===== src/rtl/hecc_fix_pkg.sv =====
package hecc_fix_pkg;
    localparam int CODE_BYTES = 3;
    localparam int CODE_W     = 8 * CODE_BYTES;
    localparam int DATA_W     = 8;
    localparam int BIT_W      = $clog2(DATA_W);
    localparam int ADDR_W     = 9;
    localparam int SECT_BYTES = 1 << ADDR_W;

    typedef enum logic [2:0] {
        ST_CLEAN    = 3'd0,
        ST_BLANK    = 3'd1,
        ST_FIX_DATA = 3'd2,
        ST_FIX_CODE = 3'd3,
        ST_UNCORR   = 3'd4
    } fix_status_e;

    typedef enum logic [2:0] {
        SQ_IDLE,
        SQ_EVAL,
        SQ_READ,
        SQ_WAIT,
        SQ_WRITE
    } seq_state_e;

    typedef struct packed {
        logic [ADDR_W-1:0] byte_idx;
        logic [BIT_W-1:0]  bit_idx;
    } err_loc_t;
endpackage


===== src/rtl/hecc_syn_classify.sv =====
module hecc_syn_classify
    import hecc_fix_pkg::*;
(
    input  logic [CODE_W-1:0] syn,
    input  logic              blank_hit,
    output fix_status_e       verdict
);
    logic [CODE_BYTES-1:0] pair_ok;
    logic                  one_hot;

    // Each syndrome byte must show exactly one set bit in every bit pair.
    for (genvar g = 0; g < CODE_BYTES; g++) begin : g_pair
        logic [7:0] d_b;
        assign d_b        = syn[8*g +: 8];
        assign pair_ok[g] = ((d_b ^ (d_b >> 1)) & 8'h55) == 8'h55;
    end

    assign one_hot = (syn & (syn - CODE_W'(1))) == '0;

    always_comb begin
        if (syn == '0)
            verdict = ST_CLEAN;
        else if (blank_hit)
            verdict = ST_BLANK;
        else if (&pair_ok)
            verdict = ST_FIX_DATA;
        else if (one_hot)
            verdict = ST_FIX_CODE;
        else
            verdict = ST_UNCORR;
    end
endmodule


===== src/rtl/hecc_err_locate.sv =====
module hecc_err_locate
    import hecc_fix_pkg::*;
(
    input  logic [CODE_W-1:0] syn,
    output err_loc_t          loc
);
    localparam int LOW_BITS = 8;          // byte index bits taken from d0 and d1
    localparam int PER_BYTE = 4;          // odd bits per syndrome byte
    localparam int D2_BASE  = 16;

    logic [ADDR_W-1:0] bidx;
    logic [BIT_W-1:0]  bsel;

    // Odd bits of d0, then d1, give the low byte-index bits, LSB first.
    for (genvar i = 0; i < LOW_BITS; i++) begin : g_byte
        assign bidx[i] = syn[(i / PER_BYTE) * 8 + 2 * (i % PER_BYTE) + 1];
    end
    assign bidx[ADDR_W-1] = syn[D2_BASE + 1];

    // Bit index uses the odd bits of d2 above bit 1.
    for (genvar j = 0; j < BIT_W; j++) begin : g_bit
        assign bsel[j] = syn[D2_BASE + 2 * j + 3];
    end

    assign loc = {bidx, bsel};
endmodule


===== src/rtl/hecc_rmw_seq.sv =====
module hecc_rmw_seq
    import hecc_fix_pkg::*;
(
    input  logic              clk,
    input  logic              rst_n,
    input  logic              start,
    input  logic [CODE_W-1:0] stored_code,
    input  logic [CODE_W-1:0] calc_code,
    input  logic              skip_blank,
    input  fix_status_e       verdict,
    input  err_loc_t          loc,
    input  logic [DATA_W-1:0] buf_rdata,
    output logic [CODE_W-1:0] syn_o,
    output logic              blank_o,
    output logic [ADDR_W-1:0] buf_addr,
    output logic              buf_rd_en,
    output logic              buf_wr_en,
    output logic [DATA_W-1:0] buf_wdata,
    output logic              done,
    output fix_status_e       status
);
    typedef struct packed {
        seq_state_e        state;
        logic [CODE_W-1:0] syn;
        logic              blank;
        logic [ADDR_W-1:0] addr;
        logic [BIT_W-1:0]  bsel;
        logic              rd_en;
        logic              wr_en;
        logic [DATA_W-1:0] wdata;
        logic              done;
        fix_status_e       status;
    } seq_regs_t;

    localparam seq_regs_t RESET_VAL = '{
        state:  SQ_IDLE,
        syn:    '0,
        blank:  1'b0,
        addr:   '0,
        bsel:   '0,
        rd_en:  1'b0,
        wr_en:  1'b0,
        wdata:  '0,
        done:   1'b0,
        status: ST_CLEAN
    };

    seq_regs_t r_q, r_d;

    always_comb begin
        r_d       = r_q;
        r_d.rd_en = 1'b0;
        r_d.wr_en = 1'b0;
        r_d.done  = 1'b0;
        case (r_q.state)
            SQ_IDLE: begin
                if (start) begin
                    r_d.syn   = stored_code ^ calc_code;
                    r_d.blank = skip_blank && (&stored_code);
                    r_d.state = SQ_EVAL;
                end
            end
            SQ_EVAL: begin
                if (verdict == ST_FIX_DATA) begin
                    r_d.addr  = loc.byte_idx;
                    r_d.bsel  = loc.bit_idx;
                    r_d.rd_en = 1'b1;
                    r_d.state = SQ_READ;
                end else begin
                    r_d.done   = 1'b1;
                    r_d.status = verdict;
                    r_d.state  = SQ_IDLE;
                end
            end
            SQ_READ: begin
                r_d.state = SQ_WAIT;
            end
            SQ_WAIT: begin
                r_d.wr_en = 1'b1;
                r_d.wdata = buf_rdata ^ (DATA_W'(1) << r_q.bsel);
                r_d.state = SQ_WRITE;
            end
            SQ_WRITE: begin
                r_d.done   = 1'b1;
                r_d.status = ST_FIX_DATA;
                r_d.state  = SQ_IDLE;
            end
            default: r_d.state = SQ_IDLE;
        endcase
    end

    always_ff @(posedge clk or negedge rst_n) begin
        if (!rst_n) r_q <= RESET_VAL;
        else        r_q <= r_d;
    end

    assign syn_o     = r_q.syn;
    assign blank_o   = r_q.blank;
    assign buf_addr  = r_q.addr;
    assign buf_rd_en = r_q.rd_en;
    assign buf_wr_en = r_q.wr_en;
    assign buf_wdata = r_q.wdata;
    assign done      = r_q.done;
    assign status    = r_q.status;
endmodule


===== src/rtl/hecc_fix.sv =====
module hecc_fix
    import hecc_fix_pkg::*;
(
    input  logic              clk,
    input  logic              rst_n,
    input  logic              start,
    input  logic [CODE_W-1:0] stored_code,
    input  logic [CODE_W-1:0] calc_code,
    input  logic              skip_blank,
    input  logic [DATA_W-1:0] buf_rdata,
    output logic [ADDR_W-1:0] buf_addr,
    output logic              buf_rd_en,
    output logic              buf_wr_en,
    output logic [DATA_W-1:0] buf_wdata,
    output logic              done,
    output logic [2:0]        status
);
    logic [CODE_W-1:0] syn_q;
    logic              blank_q;
    fix_status_e       verdict;
    fix_status_e       status_e;
    err_loc_t          loc;

    hecc_syn_classify u_class (
        .syn       (syn_q),
        .blank_hit (blank_q),
        .verdict   (verdict)
    );

    hecc_err_locate u_loc (
        .syn (syn_q),
        .loc (loc)
    );

    hecc_rmw_seq u_seq (
        .clk         (clk),
        .rst_n       (rst_n),
        .start       (start),
        .stored_code (stored_code),
        .calc_code   (calc_code),
        .skip_blank  (skip_blank),
        .verdict     (verdict),
        .loc         (loc),
        .buf_rdata   (buf_rdata),
        .syn_o       (syn_q),
        .blank_o     (blank_q),
        .buf_addr    (buf_addr),
        .buf_rd_en   (buf_rd_en),
        .buf_wr_en   (buf_wr_en),
        .buf_wdata   (buf_wdata),
        .done        (done),
        .status      (status_e)
    );

    assign status = status_e;
endmodule


===== config.mk =====
export PLATFORM = sky130hd
export DESIGN_NAME = hecc_fix
export DESIGN_NICKNAME = d
export VERILOG_FILES = /design/src/rtl/hecc_fix_pkg.sv /design/src/rtl/hecc_syn_classify.sv /design/src/rtl/hecc_err_locate.sv /design/src/rtl/hecc_rmw_seq.sv /design/src/rtl/hecc_fix.sv
export SDC_FILE = /design/constraint.sdc
export NUM_CORES = 1
export LEC_CHECK = 0
export ABC_CLOCK_PERIOD_IN_PS = 3400
export BUFFER_PORTS_ARGS = -buffer_cell sky130_fd_sc_hd__buf_4
export CELL_PAD_IN_SITES_DETAIL_PLACEMENT = 1
export CELL_PAD_IN_SITES_GLOBAL_PLACEMENT = 1
export CORE_ASPECT_RATIO = 1.5
export CORE_MARGIN = 2
export CORE_UTILIZATION = 37
export DETAILED_ROUTE_END_ITERATION = 6
export PLACE_DENSITY = 0.84
export SLEW_MARGIN = 20
export SYNTH_ARGS = -nofsm -noshare
export SYNTH_HDL_FRONTEND = slang
export SYNTH_HIERARCHICAL = 1
export SYNTH_SLANG_ARGS = --single-unit

===== constraint.sdc =====
create_clock -name clk -period 3.4 [get_ports clk]
set_clock_uncertainty 0.2 [all_clocks]
set_input_delay 0.68 -clock clk [delete_from_list [all_inputs] [get_ports clk]]
set_output_delay 0.68 -clock clk [all_outputs]
set_load 0.02 [all_outputs]

==> flow_summary.json, run 1 <==
{
  "status": "finished, violations left",
  "violations": "negative setup slack",
  "fin_crit_ns": 3.588,
  "peakVddDrop_v": 0.0002334,
  "dpl.cell_count": 514,
  "seq_area_frac_synth": 0.3827,
  "multi_input_area_um2": 1705,
  "ys_types": 49,
  "timing.fmax_ghz": 0.2787,
  "numCtsBuffers": 5,
  "wirelength_mm": 9.673,
  "swShare": 0.3093,
  "die_h_um": 123.6,
  "slew_headroom": 0.5322,
  "start_kind": "flip-flop",
  "regArea_um2": 1353,
  "grt_busiest_layer": "met2",
  "synthTopCellsByArea": "dfrtp_1 38%, buf_4 12%, xnor2_1 6.9%, o21ai_0 5.5%, ha_1 5.0%",
  "die_x_um": 83.76,
  "drt_first_pass_iters": 4,
  "synth_top_area_cell": "dfrtp_1",
  "cts-root-buf": "clkbuf_16",
  "grt_pass1_wl_mm": 15.06,
  "grt_pass1_vias": 3095,
  "num_vias": 2816,
  "wire_per_inst_um": 17.95,
  "combPwrFrac": 0.267,
  "fin_ws_ns": -0.1881,
  "crit_path_end": "u_seq/buf_addr[3]$_DFFE_PN0P_",
  "diodes": 0,
  "p_seq_frac": 0.411,
  "grt_usage": 0.1844,
  "htree_levels": 2,
  "vias_per_cell": 5.224,
  "dp_hpwl_mm": 6.844,
  "drt_iter0_drc": 145,
  "clockBufferDepth": 2,
  "clk_pin_slew_ns": 0.07,
  "p_leak_nw": 2.021,
  "synth-seq-cells": 54,
  "crit_chain": "buf_4 -> inv_1 -> ha_1 -> nand4_1 -> nor3_2 -> o22ai_2 -> nor4_4 -> o21a_1 -> or3b_4 -> or3_4 -> mux2_4",
  "cp.arrival_ns": 3.57,
  "gp_congestion": 0.9014,
  "rr_worst_depth": 11,
  "synthesis.area_um2": 3531,
  "power.density_nw_per_um2": 425.2,
  "setup_viol": 12,
  "worst_pin_slew_ns": 0.7017,
  "reg2reg_slack_ns": -0.19,
  "switchingPower_uw": 569.9,
  "yosysWarnings": 6,
  "netlist_instances": 376,
  "initial_core_util": 0.3816,
  "final_common_cell": "buf_4",
  "num-nets-final": 500,
  "cp.required_ns": 3.39,
  "drc_errors": 0,
  "reg2reg_to": "u_seq/buf_addr[3]$_DFFE_PN0P_",
  "core_area_um2": 9254,
  "finalCritPeriodShare": 1.055,
  "synth_nets": 450,
  "use_met1": 0.1929,
  "antenna_found_initial": 0,
  "stdcell_count": 539,
  "rsz0062_at_grt": "true",
  "hold_slack_ns": 0.2249,
  "hold_viol": 0,
  "end_kind": "flip-flop",
  "clock_sinks": 54,
  "fillers": 1068,
  "layout-drive-gt1-share": 0.3888,
  "clkLatencyLatePin_ns": 0.31,
  "finalMaxSlewViolations": 0,
  "setup.worst_path.start": "u_seq/syn_o[8]$_DFFE_PN0P_",
  "p_int_mw": 1.272,
  "rows": 43,
  "grt_overflow": 0,
  "final_cell_mix": "112 x buf_4, 53 x dfrtp_1, 39 x nand2_1",
  "critical_path_class": "flip-flop to flip-flop",
  "crit_slowest_cell": "or3_4",
  "tritoncts": "done",
  "worstHoldPathType": "input pin to asynchronous set/reset pin",
  "io_pins": 83,
  "ant_nets": 0,
  "place.port_buffers": 82,
  "use_met3": 0.02319,
  "r2r_start": "u_seq/syn_o[8]$_DFFE_PN0P_",
  "ctsHoldBuffers": 0,
  "maxCapViolations": 0,
  "grt_max_degree": 55,
  "crit_fanout": 7,
  "finalPower_mw": 1.842,
  "pwr-share-clk": 0.322,
  "areaGrowthSynthToFinish_pct": 22.71,
  "cpPeakStageDelay_ns": 0.42,
  "syn-mean-instance-area_um2": 9.391,
  "grt_use_met2": 0.3630,
  "yosys.area.top_type_share": 0.3827,
  "dieArea_um2": 10360
}
state kept, by name (all words and copies together), names as in the netlist:
signal           flops
u_seq/syn_o         24
u_seq/buf_addr       9
u_seq/buf_wdata      8
u_seq/r_q            6
u_seq/status         3
u_seq/blank_o        1
u_seq/buf_rd_en      1
u_seq/buf_wr_en      1
u_seq/done           1
worst max-delay path, delay by kind of cell, from the launching register on:
| kind | cells | cell delay, ns |
|---|---|---|
| muxes | 1 | 0.32 |
| buffers and inverters | 2 | 0.24 |
| and+or+nand+nor | 5 | 1.75 |
| DFF | 1 | 0.41 |
| adders and majority gates | 1 | 0.19 |
| AOI/OAI and AO/OA | 2 | 0.35 |
layout make-up:
type | count | area share
Clock buffer | 5 | 0.02888
Timing Repair Buffer | 113 | 0.1967
Tap cell | 112 | 0.03234
Sequential cell | 54 | 0.3122
Multi-Input combinational cell | 222 | 0.3936
Inverter | 30 | 0.02599
Clock inverter | 3 | 0.01040
cells in the mapped netlist, drive strengths merged:
master,instances
a2111oi,1
a211oi,1
a21oi,4
a221oi,1
a22o,2
a22oi,2
a2bb2oi,1
and3,1
buf,61
clkbuf,10
dfrtp,54
ha,14
inv,30
mux2,12
nand2,39
nand2b,2
nand3,6
nand3b,5
nand4,15
nor2,7
nor2b,3
nor3,6
nor3b,4
nor4,7
nor4b,1
o21a,2
o21ai,41
o21bai,1
o221ai,2
o22ai,3
o311a,1
o31ai,1
or2b,1
or3,1
or3b,1
or4b,1
xnor2,28
xor2,4
per-layer routing:
layer / routed length [um] / vias to the layer above
met2: 5448 / 95
li1: - / 1319
met5: 0 / -
met3: 343 / 22
met1: 3575 / 1380
met4: 306 / 0
how the worst min path moves through the flow:
| stage | start | endpoint | slack [ns] | depth (start not counted) |
|---|---|---|---|---|
| floorplan | rst_n | u_seq/blank_o$_DFFE_PN0P_ | 0.18 | 0 |
| global placement | u_seq/buf_wdata[7]$_DFFE_PN0N_ | u_seq/buf_wdata[7]$_DFFE_PN0N_ | 0.26 | 2 |
| detailed placement | u_seq/buf_wdata[3]$_DFFE_PN0N_ | u_seq/buf_wdata[3]$_DFFE_PN0N_ | 0.28 | 2 |
| CTS | rst_n | u_seq/r_q[15]$_DFFE_PN0P_ | 0.25 | 1 |
| global route | rst_n | u_seq/syn_o[10]$_DFFE_PN0P_ | 0.27 | 1 |
| finish | rst_n | u_seq/syn_o[10]$_DFFE_PN0P_ | 0.22 | 1 |
power by group through the flow:
stage | Clock [mW] | Sequential [mW] | Combinational (mW)
after global routing | 0.631 | 0.763 | 0.538
final | 0.593 | 0.758 | 0.491
after floorplan | 0 | 0.725 | 0.328
after global placement | 0 | 0.758 | 0.376
after detailed placement | 0 | 0.764 | 0.395
after CTS | 0.606 | 0.752 | 0.429
kinds of logic after synthesis:
logic type / after synthesis / share of synthesized area
and+or+nand+nor: 100 / 0.1570
xor gates and xnor gates: 32 / 0.07938
adders and majority gates: 14 / 0.04961
AOI/OAI and AO/OA: 63 / 0.1060
DFF: 54 / 0.3827
buffers and inverters: 101 / 0.1775
muxes: 12 / 0.04784
per-stage QoR:
step,setup TNS [ns],setup slack (ns),instance area (um^2),util
6_report,-1.959,-0.1881,4333,0.4682
4_1_cts,-0.4063,-0.04506,4178,0.4515
5_1_grt,-3.396,-0.2973,4333,0.4682
3_3_place_gp,0,0.03797,3885,0.4198
2_1_floorplan,0,0.03400,3531,-
3_5_place_dp,-2.165,-0.1867,3885,0.4198
timing repair:
| action | in CTS | in global routing |
|---|---|---|
| buffers inserted | 8 | 9 |
| cloned | 0 | 1 |
| gates resized for setup | 12 | 23 |
| pin swaps | 2 | 9 |
| endpoints found under the setup margin | 12 | 15 |
No activity file was read; power rests on OpenSTA's default activity.
==> run 2: changes to the inputs <==
--- a/config.mk
+++ b/config.mk
@@ -13,6 +13,7 @@
 export CORE_MARGIN = 2
 export CORE_UTILIZATION = 37
 export DETAILED_ROUTE_END_ITERATION = 6
+export GPL_TIMING_DRIVEN = 0
 export PLACE_DENSITY = 0.84
 export SLEW_MARGIN = 20
 export SYNTH_ARGS = -nofsm -noshare
==> run 2 against run 1 <==
  * The flow still finishes with violations (negative setup slack)
  * Combinational power is 16% higher
  * Core utilization grew 4.9 points
  * Fmax barely moved
  * Clock-buffer cell count up 2
  * Clock power fell by 13%
  * Wire length is 0.70% lower
  * Die area did not move
  * Cell count up 11%
  * Power shrank 0.49%
  * Register-to-register slack about the same
==> flow_summary.json, run 2 (synthesized netlist as in run 1, its figures left out) <==
{
  "clock_sinks": 54,
  "status": "finished, violations left",
  "place.port_buffers": 82,
  "ctsHoldBuffers": 0,
  "ant_nets": 0,
  "clkLatencyLatePin_ns": 0.29,
  "combPwrFrac": 0.311,
  "start_kind": "flip-flop",
  "switchingPower_uw": 551.0,
  "critical_path_class": "flip-flop to flip-flop",
  "maxCapViolations": 0,
  "grt_max_degree": 55,
  "initial_core_util": 0.3816,
  "areaGrowthSynthToFinish_pct": 35.44,
  "drt_iter0_drc": 117,
  "final_common_cell": "buf_4",
  "fin_crit_ns": 3.586,
  "wirelength_mm": 9.605,
  "dp_hpwl_mm": 6.998,
  "io_pins": 83,
  "grt_pass1_vias": 3227,
  "fin_util": 0.5168,
  "final_cell_mix": "152 x buf_4, 47 x dfrtp_1, 39 x nand2_1",
  "end_kind": "flip-flop",
  "finalMaxSlewViolations": 0,
  "p_seq_frac": 0.408,
  "antenna_found_initial": 0,
  "cp.required_ns": 3.38,
  "drc_errors": 0,
  "fin_ws_ns": -0.1857,
  "clk_pin_slew_ns": 0.06,
  "clockBufferDepth": 2,
  "htree_levels": 2,
  "worstHoldPathType": "input pin to asynchronous set/reset pin",
  "tritoncts": "done",
  "cts-root-buf": "clkbuf_16",
  "hold_viol": 0,
  "rsz0062_at_grt": "true",
  "layout-drive-gt1-share": 0.4607,
  "dieArea_um2": 10360,
  "power.density_nw_per_um2": 383.3,
  "num-nets-final": 557,
  "pwr-share-clk": 0.281,
  "p_leak_nw": 2.290,
  "p_int_mw": 1.282,
  "crit_fanout": 5,
  "wire_per_inst_um": 16.12,
  "numCtsBuffers": 5,
  "num_vias": 2989,
  "grt_overflow": 0,
  "gp_congestion": 0.7919,
  "dp_slack_ns": -0.4548,
  "violations": "negative setup slack",
  "die_h_um": 123.6,
  "setup.worst_path.start": "u_seq/syn_o[13]$_DFFE_PN0P_",
  "swShare": 0.3006,
  "die_x_um": 83.76,
  "setup_viol": 12,
  "rows": 43,
  "diodes": 0,
  "worst_pin_slew_ns": 0.6952,
  "core_area_um2": 9254,
  "grt_pass1_wl_mm": 15.41,
  "peakVddDrop_v": 0.0002158,
  "slew_headroom": 0.5366,
  "grt_usage": 0.1864,
  "largest_reg_flops": 24,
  "cp.arrival_ns": 3.56,
  "finalCritPeriodShare": 1.055,
  "timing.fmax_ghz": 0.2789,
  "drt_first_pass_iters": 4,
  "rr_worst_depth": 13,
  "vias_per_cell": 5.015,
  "r2r_start": "u_seq/syn_o[13]$_DFFE_PN0P_"
}
## run 2: stage by stage
stage	std cells	TNS [ns]	hold slack [ns]	power (mW)	area, um^2
after floorplan	376	0	0.1844	1.052	3531
after global placement	570	-3.536	0.2630	1.210	4287
after detailed placement	570	-5.063	0.2719	1.234	4287
after CTS	591	-0.9371	0.2530	1.797	4654
after global routing	596	-3.982	0.2731	1.940	4782
final	596	-2.031	0.2260	1.833	4782
## run 2: critical path, cell delays in order, from the launching register on
cell and delay, ns:
dfrtp_1 0.38, buf_4 0.16, inv_1 0.09, ha_1 0.18
nand4_1 0.15, buf_6 0.17, nor4_4 0.26, o22ai_2 0.12
nor4_4 0.34, o21a_1 0.19, or3b_1 0.37, or3_4 0.39
clkbuf_16 0.18, mux2_4 0.29
## run 2: final timing paths
kind	slack [ns]	to
max	-0.19	u_seq/buf_addr[5]$_DFFE_PN0P_
min	0.23	u_seq/syn_o[5]$_DFFE_PN0P_
max reg2reg	-0.19	u_seq/buf_addr[5]$_DFFE_PN0P_
min reg2reg	0.28	u_seq/buf_wdata[3]$_DFFE_PN0N_
max in group asynchronous	2.27	u_seq/syn_o[1]$_DFFE_PN0P_
min in group clk	0.28	u_seq/buf_wdata[3]$_DFFE_PN0N_
## run 2: final cells by class
cell class / count / area, um^2
Multi-Input combinational cell: 221 / 1717
Fill cell: 1079 / 4472
Clock buffer: 7 / 142.6
Buffer: 58 / 412.9
Clock inverter: 1 / 5.005
Timing Repair Buffer: 113 / 889.6
Inverter: 30 / 115.1
Sequential cell: 54 / 1360
Tap cell: 112 / 140.1
## run 2: power by group through the flow
stage,Clock (mW),Combinational (mW),Sequential [mW]
finish,0.514,0.571,0.748
global route,0.555,0.629,0.756
CTS,0.529,0.523,0.745
detailed placement,0,0.502,0.732
global placement,0,0.482,0.729
floorplan,0,0.328,0.725
## run 2: routing by layer
layer	wire (um)	up-vias	global-route usage
met3	284	15	0.02054
met2	5706	72	0.3820
li1	-	1437	-
met4	176	0	0.06048
met1	3437	1465	0.1954
met5	0	-	0
## run 2: repair_timing
item,in CTS,in global routing
gates resized for setup,31,18
cloned,0,1
buffers inserted,24,10
setup endpoints to repair,13,17
pin swaps,13,8
